## src/rtl/pfd_pkg.sv

```systemverilog
package pfd_pkg;

  localparam int unsigned LINE_MAX = 64;

  // True when bits 0..n-1 of v all carry the level of bit 0.
  function automatic logic line_is_flat(input logic [LINE_MAX-1:0] v, input int unsigned n);
    logic flat;
    flat = 1'b1;
    for (int unsigned i = 1; i < LINE_MAX; i++) begin
      if (i < n && v[i] != v[0]) flat = 1'b0;
    end
    return flat;
  endfunction

  // Cycles from an input edge to the output: capture flop, chosen taps, optional out flop.
  function automatic int unsigned path_latency(input int unsigned code, input bit out_reg);
    return 1 + code + (out_reg ? 1 : 0);
  endfunction

  // Picks one tap of a chain of width LINE_MAX.
  function automatic logic pick_tap(input logic [LINE_MAX-1:0] v, input int unsigned sel);
    return v[sel];
  endfunction

endpackage

```

## src/rtl/pfd_resync.sv

```systemverilog
module pfd_resync (
  input  logic clk,
  input  logic rst,
  input  logic d,
  output logic q
);
  always_ff @(posedge clk) begin
    if (rst) q <= 1'b0;
    else     q <= d;
  end
endmodule

```

## src/rtl/pfd_tap_line.sv

```systemverilog
module pfd_tap_line #(
  parameter int unsigned TAPS = 8
) (
  input  logic            clk,
  input  logic            rst,
  input  logic            din,
  output logic [TAPS-1:0] taps,
  output logic            uniform
);
  logic [TAPS-2:0] dly;

  assign taps = {dly, din};

  always_ff @(posedge clk) begin
    if (rst) dly <= '0;
    else     dly <= taps[TAPS-2:0];
  end

  assign uniform = pfd_pkg::line_is_flat(pfd_pkg::LINE_MAX'(taps), TAPS);

  for (genvar k = 1; k < TAPS; k++) begin : g_step_chk
    // a rising level at one tap shows at the next tap one cycle later
    p_edge_moves_r2: assert property (@(posedge clk) disable iff (rst)
      $rose(taps[k-1]) |=> $rose(taps[k]));
  end
endmodule

```

## src/rtl/pfd_code_gate.sv

```systemverilog
module pfd_code_gate #(
  parameter int unsigned CW = 3
) (
  input  logic          clk,
  input  logic          rst,
  input  logic [CW-1:0] code_in,
  input  logic          uniform,
  output logic [CW-1:0] live
);
  logic [CW-1:0] staged;

  always_ff @(posedge clk) begin
    if (rst) begin
      staged <= '0;
      live   <= '0;
    end else begin
      staged <= code_in;
      if (uniform) live <= staged;
    end
  end

  // a mixed chain keeps the live selector unchanged
  p_hold_mixed_r4: assert property (@(posedge clk) disable iff (rst)
    !uniform |=> $stable(live));

  // after a uniform cycle the live selector equals the port value from two cycles back
  p_commit_port_r5: assert property (@(posedge clk) disable iff (rst)
    (uniform && !$past(rst)) |=> (live == $past(code_in, 2)));
endmodule

```

## src/rtl/pfd_tap_pick.sv

```systemverilog
module pfd_tap_pick #(
  parameter int unsigned TAPS    = 8,
  parameter int unsigned CW      = 3,
  parameter bit          OUT_REG = 1'b1
) (
  input  logic            clk,
  input  logic            rst,
  input  logic [TAPS-1:0] taps,
  input  logic [CW-1:0]   sel,
  output logic            dout
);
  logic picked;

  assign picked = pfd_pkg::pick_tap(pfd_pkg::LINE_MAX'(taps), sel);

  if (OUT_REG) begin : g_reg
    logic q;
    always_ff @(posedge clk) begin
      if (rst) q <= 1'b0;
      else     q <= picked;
    end
    assign dout = q;
  end else begin : g_comb
    assign dout = picked;
  end
endmodule

```

## src/rtl/pwm_fine_delay.sv

```systemverilog
module pwm_fine_delay #(
  parameter int unsigned TAPS    = 8,
  parameter bit          OUT_REG = 1'b1,
  parameter int unsigned CW      = $clog2(TAPS)
) (
  input  logic          clk,
  input  logic          rst,
  input  logic          pwm_in,
  input  logic [CW-1:0] dly_code,
  output logic          pwm_out
);
  logic            pwm_cap;
  logic [TAPS-1:0] tap_bus;
  logic            chain_flat;
  logic [CW-1:0]   code_live;
  logic            pick_out;

  pfd_resync u_cap (
    .clk (clk),
    .rst (rst),
    .d   (pwm_in),
    .q   (pwm_cap)
  );

  pfd_tap_line #(.TAPS(TAPS)) u_line (
    .clk     (clk),
    .rst     (rst),
    .din     (pwm_cap),
    .taps    (tap_bus),
    .uniform (chain_flat)
  );

  pfd_code_gate #(.CW(CW)) u_gate (
    .clk     (clk),
    .rst     (rst),
    .code_in (dly_code),
    .uniform (chain_flat),
    .live    (code_live)
  );

  pfd_tap_pick #(.TAPS(TAPS), .CW(CW), .OUT_REG(OUT_REG)) u_pick (
    .clk  (clk),
    .rst  (rst),
    .taps (tap_bus),
    .sel  (code_live),
    .dout (pick_out)
  );

  assign pwm_out = pick_out & ~rst;

  // tap 0 is the port value captured on the previous edge
  p_capture_r1: assert property (@(posedge clk) disable iff (rst)
    !$past(rst) |-> (tap_bus[0] == $past(pwm_in)));

  // a reset cycle leaves the chain and the live code at zero
  p_reset_clear_r6: assert property (@(posedge clk)
    rst |=> (tap_bus == '0 && code_live == '0));

  // the pin stays low during reset
  p_reset_low_r6: assert property (@(posedge clk) rst |-> !pwm_out);
endmodule

```

## config.mk

```make
export PLATFORM = sky130hd
export DESIGN_NAME = pwm_fine_delay
export DESIGN_NICKNAME = d
export VERILOG_FILES = /design/src/rtl/pfd_pkg.sv /design/src/rtl/pfd_resync.sv /design/src/rtl/pfd_tap_line.sv /design/src/rtl/pfd_code_gate.sv /design/src/rtl/pfd_tap_pick.sv /design/src/rtl/pwm_fine_delay.sv
export SDC_FILE = /design/constraint.sdc
export NUM_CORES = 1
export LEC_CHECK = 0
export BUFFER_PORTS_ARGS = -buffer_cell sky130_fd_sc_hd__buf_2
export CAP_MARGIN = 20
export CORE_AREA = 2 2 39 41
export CTS_CLUSTER_SIZE = 40
export DETAILED_ROUTE_END_ITERATION = 8
export DIE_AREA = 0 0 41 43
export PLACE_DENSITY = 0.66
export SLEW_MARGIN = 20
export SYNTH_ARGS = -nofsm -noshare
export SYNTH_HDL_FRONTEND = slang
export SYNTH_SLANG_ARGS = --single-unit
```

## constraint.sdc

```tcl
create_clock -name clk -period 1.4 [get_ports clk]
set_input_delay 0.42 -clock clk [delete_from_list [all_inputs] [get_ports clk]]
set_output_delay 0.42 -clock clk [all_outputs]
set_load 0.02 [all_outputs]
```

==> results.toml, run 1 <==
[yosys]
yosysWarnings = 0
syn_nets = 56
netlist.area_leader.share_pct = 54.4
ys_seq_area_share_pct = 54.4
synth_area_leaders = "dfxtp_1 (54%), nor2b_1 (15%), mux2i_1 (9.1%)"
avgSynthCellArea_um2 = 11.0
postSynthCellCount = 50
yosysTopAreaCell = "dfxtp_1"
synth-seq-cells = 15
synth_cell_type_count = 14
syn-cell-area_um2 = 552

[min_path]
hold_path_depth = 2
holdCritStartpoint = "pwm_in"
holdCritPathClass = "input pin to register"

[cells_and_area]
drive_gt1_share_pct = 18.3
final_area_um2 = 633
area_growth_pct = 14.7
n_antenna_cell = 0
nets = 67

[die]
die_x_um = 41
die-area_mm2 = 0.00176
start_util_pct = 39.9
rows = 14
ioPinCount = 7
die_h_um = 43
placeableCoreArea_mm2 = 0.00138

[setup_path]
reg2regPathDepth = 3
path_max_fanout = 4
cp_data_arrival_time_ns = 1.42
path_buf_inv = 0
cpMaxStageDelayCell = "mux4_1"
cp-endpoint = "u_pick.dout"
cpPeakStageDelay_ns = 0.56
endpoint_kind = "register"
crit_start = "u_gate.live[0]"
r2r_end = "u_pick.dout"
rrSetupSlack_ns = 0.13
worstPathRequired_ns = 1.56
criticalPathCategory = "register to register"
path_delay_family = "multiplexers"
cp_cell_sequence = "mux4_1 > mux2i_1 > nor3_1"
start_kind = "register"
r2r-start = "u_gate.live[0]"
crit_cells = 3

[clock_network]
postCtsSetupRepairBufs = 0
ctsResizeCount = 0
insertion_delay_ns = 0.28
clock_tree.buffer_depth = 2
postCtsHoldBufs = 0
cts_tree = "built"
cts_root_buf = "clkbuf_4"
clk_pin_slew_worst_paths_ns = 0.09
htree_levels = 1
cts-buffers-inserted = 3
cts_sinks = 15

[timing]
finClkSkew_ns = 0.00460
period_needed_ns = 1.27
max_freq_mhz = 790
tns_ns = 0
hold_slack_ns = 0.344
relSlewSlack_pct = 74.6
fin_crit_sh_pct = 90.4
setup_viol = 0
rsz0062_at_grt = "no"
hold_violations = 0
drv_slew = 0
worst_pin_slew_ns = 0.372

[drt]
drc = 0
drt_pre_antenna_iters = 4
vias_per_cell = 4.67
via_count = 355
wirelength_um = 769
ant_nets = 0
wire_per_inst_um = 10.1
drt-initial-drc-count = 8

[placement]
dpl-instance-area_um2 = 606
numPortBuffers = 6
gp_congestion = 0.695
hpwl_um = 528

[global_routing]
grt_antenna_before_repair = 0
grt_max_degree = 19
grt_pass1_wl_um = 1280
grt_usage_pct = 11.0
overflow = 0
grt_pass1_vias = 296

[pwr]
pwr-share-comb_pct = 7.1
intPower_w = 0.000579
swShare_pct = 22.2
power_frac_seq_pct = 60.9
p_total_w = 0.000744
clockPowerShare_pct = 32.0
power_density_mw_per_mm2 = 1180
power_switching_w = 0.000165
p_leak_nw = 0.250
ir_worst_vdd_v = 0.000480

[run_status]
outcome = "complete, no violations"

[flow_run]
max-cap-violations = 0
power groups by stage:
stage,Combinational (W),Sequential (W),Clock (W)
floorplan,0.0000380,0.000460,0
global placement,0.0000534,0.000463,0
detailed placement,0.0000532,0.000463,0
CTS,0.0000534,0.000453,0.000252
global route,0.0000597,0.000456,0.000268
finish,0.0000529,0.000453,0.000238
worst reg2reg max path, stage by stage (launching register included):
cell,delay (ns)
dfxtp_1,0.39
mux4_1,0.56
mux2i_1,0.14
nor3_1,0.05
how the worst min path moves through the flow:
stage	endpoint
floorplan	u_gate.live[0]
global placement	u_gate.live[1]
finish	u_cap.q
detailed placement	u_gate.live[0]
global route	u_gate.staged[2]
CTS	u_cap.q
stage by stage:
step                worst slack, ns  utilization (%)  instances
floorplan                    0.0466                -         50
global placement              0.199             43.8         72
detailed placement            0.163             43.8         72
CTS                           0.127             45.8         76
global route                 0.0490             45.8         76
finish                        0.134             45.8         76
cell usage in the layout, fill, tap and decap left out, drive strengths merged:
cell type  count
nor3           1
nor2           1
dfxtp         15
buf            7
mux4           1
nor2b         13
clkbuf         3
mux2i          5
a2111oi        1
nor4           2
nand2b         5
clkinv         1
nand2          1
a21oi          1
or2b           1
nand4          2
sequential cells by signal (all words and copies together), names as in the netlist:
register / count
u_line.dly: 7
u_pick.dout: 1
u_gate.staged: 3
u_cap.q: 1
u_gate.live: 3
layer usage:
metal  wire [um]  track usage [%]
met5           0                0
met1         422             15.8
met3          16             3.14
met2         330             13.4
met4           0             8.00
synth_stat cells, drive strengths merged:
cell type  count
a2111oi        1
a21oi          1
clkbuf         1
dfxtp         15
mux2i          5
mux4           1
nand2          1
nand2b         5
nand4          2
nor2           1
nor2b         13
nor3           1
nor4           2
or2b           1
cell families after synthesis:
group / count (synthesis) / synth area share [%]
multiplexers: 6 / 13.8
AO/OA/AOI/OAI: 2 / 2.49
flip-flops: 15 / 54.4
AND/OR/NAND/NOR: 26 / 28.6
buffers and inverters: 1 / 0.680
layout make-up:
type	count	area, um2
well taps	16	20.0
clock inverters	1	5.00
clock buffers	3	22.5
multi-input cells	34	248
fillers	127	751
flip-flops and latches	15	300
repair buffers	7	37.5
Power figures use the tool's default switching activity.
==> run 2, diff against run 1 <==
--- a/config.mk
+++ b/config.mk
@@ -5,13 +5,14 @@
 export SDC_FILE = /design/constraint.sdc
 export NUM_CORES = 1
 export LEC_CHECK = 0
+export ABC_AREA = 1
 export BUFFER_PORTS_ARGS = -buffer_cell sky130_fd_sc_hd__buf_2
 export CAP_MARGIN = 20
 export CORE_AREA = 2 2 39 41
 export CTS_CLUSTER_SIZE = 40
 export DETAILED_ROUTE_END_ITERATION = 8
 export DIE_AREA = 0 0 41 43
-export PLACE_DENSITY = 0.66
+export PLACE_DENSITY = 0.7
 export SLEW_MARGIN = 20
 export SYNTH_ARGS = -nofsm -noshare
 export SYNTH_HDL_FRONTEND = slang
==> run 2 against run 1 <==
  * Cell area is 6.1% higher
  * Die area unchanged
  * Wire length rose by 30%
  * First-iteration DRC count fell by 13%
  * Register-to-register slack improved by 0.28 ns
  * Clock power increased by 3%
  * Largest power group unchanged
  * Cell count is 47% higher
  * Worst hold slack worse by 0.010 ns
  * Non-clock buffer count stayed put
  * Critical endpoint is now pwm_out
  * Critical path type is now register to primary output
==> results.toml, run 2 <==
[run_status]
outcome = "complete, no violations"

[timing]
relSlewSlack_pct = 84.4
max_freq_mhz = 780
finClkSkew_ns = 0.00591
rsz0062_at_grt = "no"
worst_pin_slew_ns = 0.234
drv_slew = 0
fin_crit_sh_pct = 91.6
tns_ns = 0
hold_violations = 0
setup_viol = 0
period_needed_ns = 1.28

[clock_network]
clock_tree.buffer_depth = 2
cts-buffers-inserted = 3
clk_pin_slew_worst_paths_ns = 0.09
cts_root_buf = "clkbuf_4"
postCtsHoldBufs = 0
cts_sinks = 15
cts_tree = "built"
htree_levels = 1
ctsResizeCount = 0
postCtsSetupRepairBufs = 0
insertion_delay_ns = 0.28

[cells_and_area]
finish.utilization_pct = 48.6
final_cell_mix = "nor2_1 (20), nand2_1 (18), dfxtp_1 (15)"
regMostFlops = "u_line.dly"
n_antenna_cell = 0
largest_register_ffs = 7
seq_area_um2 = 300
drive_gt1_share_pct = 17.7
layout_commonest_cell = "nor2_1"
nets = 103
reg_top3 = "u_line.dly x7, u_gate.live x3, u_gate.staged x3"
final_area_um2 = 672
multi_input_area_um2 = 224
fillers = 147
stdcell_count = 112
area_growth_pct = 13.3

[pwr]
p_leak_nw = 0.336
power_density_mw_per_mm2 = 1180
ir_worst_vdd_v = 0.000580

[global_routing]
grt_pass1_wl_um = 1670
overflow = 0
grt_max_degree = 13
grt_usage_pct = 13.7
grt_pass1_vias = 425
grt_antenna_before_repair = 0

[die]
rows = 14
die_h_um = 43
ioPinCount = 7
placeableCoreArea_mm2 = 0.00138
die_x_um = 41
die-area_mm2 = 0.00176
start_util_pct = 42.9

[setup_path]
worstPathRequired_ns = 0.98
criticalPathCategory = "register to primary output"
crit_start = "u_pick.dout"
rrSetupSlack_ns = 0.41
r2r-start = "u_line.dly[1]"
cp_data_arrival_time_ns = 0.86
reg2regPathDepth = 5
endpoint_kind = "primary output"
start_kind = "register"
path_max_fanout = 1
r2r_end = "u_gate.live[0]"

[drt]
wirelength_um = 998
drc = 0
drt_pre_antenna_iters = 4
wire_per_inst_um = 8.91
via_count = 514
ant_nets = 0
drt-initial-drc-count = 7
vias_per_cell = 4.59

[yosys]
postSynthCellCount = 86
synth-edff-count = 0
synth_commonest_cells = "nor2_1 (20), nand2_1 (18), dfxtp_1 (15), inv_1 (13), nand3_1 (6)"
avgSynthCellArea_um2 = 6.90
synth_cell_type_count = 12
synthFlopType = "dfxtp_1"
synth-seq-cells = 15
synth_area_leaders = "dfxtp_1 (51%), nor2_1 (13%), nand2_1 (11%)"
netlist.area_leader.share_pct = 50.6
syn_nets = 92
synth.most_common_cell = "nor2_1"
ys_seq_area_share_pct = 50.6
yosysWarnings = 0
yosysTopAreaCell = "dfxtp_1"
syn-cell-area_um2 = 593
synthArstFlopShare_pct = 0

[placement]
gp_congestion = 0.726
dp.cells = 108
numPortBuffers = 6
dpl-instance-area_um2 = 646
hpwl_um = 729

[min_path]
holdCritStartpoint = "dly_code[2]"
hold_path_depth = 3
holdCritPathClass = "input pin to register"
min_to = "u_gate.staged[2]"

[flow_run]
max-cap-violations = 0
[run 2: changes by cell type in the layout (fill, tap and decap cells not counted), sizes merged, moves of 3 or more]
cell / change
nand2: +19
mux2i: -5
nand2b: -5
nand3: +6
inv: +17
nor2b: -13
a21oi: +3
nor2: +20
[run 2: logic make-up after synthesis]
family / share of synthesized area [%]
compound gates: 5.49
buf+inv: 11.6
flops: 50.6
simple gates: 32.3
[run 2: routing by layer]
layer / global-route usage [%] / vias up / wire length (um)
li1: - / 273 / -
met1: 18.3 / 232 / 495
met2: 19.4 / 7 / 467
met3: 3.14 / 2 / 20
met4: 8.00 / 0 / 14
met5: 0 / - / 0
[run 2: power breakdown]
group / switching (W) / internal [W] / total (W)
registers: 0.0000148 / 0.000447 / 0.000462
logic: 0.0000488 / 0.0000354 / 0.0000842
clock network: 0.000135 / 0.000110 / 0.000245
[run 2: stage by stage]
step / total power (W) / worst slack [ns] / hold slack (ns)
after floorplan: 0.000532 / 0.104 / 0.427
after global placement: 0.000554 / 0.199 / 0.434
after detailed placement: 0.000556 / 0.196 / 0.444
after CTS: 0.000790 / 0.115 / 0.337
after global routing: 0.000825 / 0.0483 / 0.339
final: 0.000791 / 0.118 / 0.334
[run 2: worst max path at each step]
| stage | end | slack [ns] | cells past startpoint |
|---|---|---|---|
| floorplan | pwm_out | 0.10 | 2 |
| global placement | pwm_out | 0.20 | 3 |
| detailed placement | pwm_out | 0.20 | 3 |
| CTS | pwm_out | 0.12 | 3 |
| global route | pwm_out | 0.05 | 3 |
| finish | pwm_out | 0.12 | 3 |
[run 2: area by class of cell]
type                    instances  area share (%)
flip-flops and latches         15            44.7
well taps                      16            2.98
repair buffers                  7            5.59
clock buffers                   4            3.91
multi-input cells              53            33.3
inverters                      17            9.50
[run 2: critical path, cell delays in order (launching register included)]
cell     delay (ns)
dfxtp_1        0.32
inv_1          0.03
nor2_1         0.07
buf_2          0.16
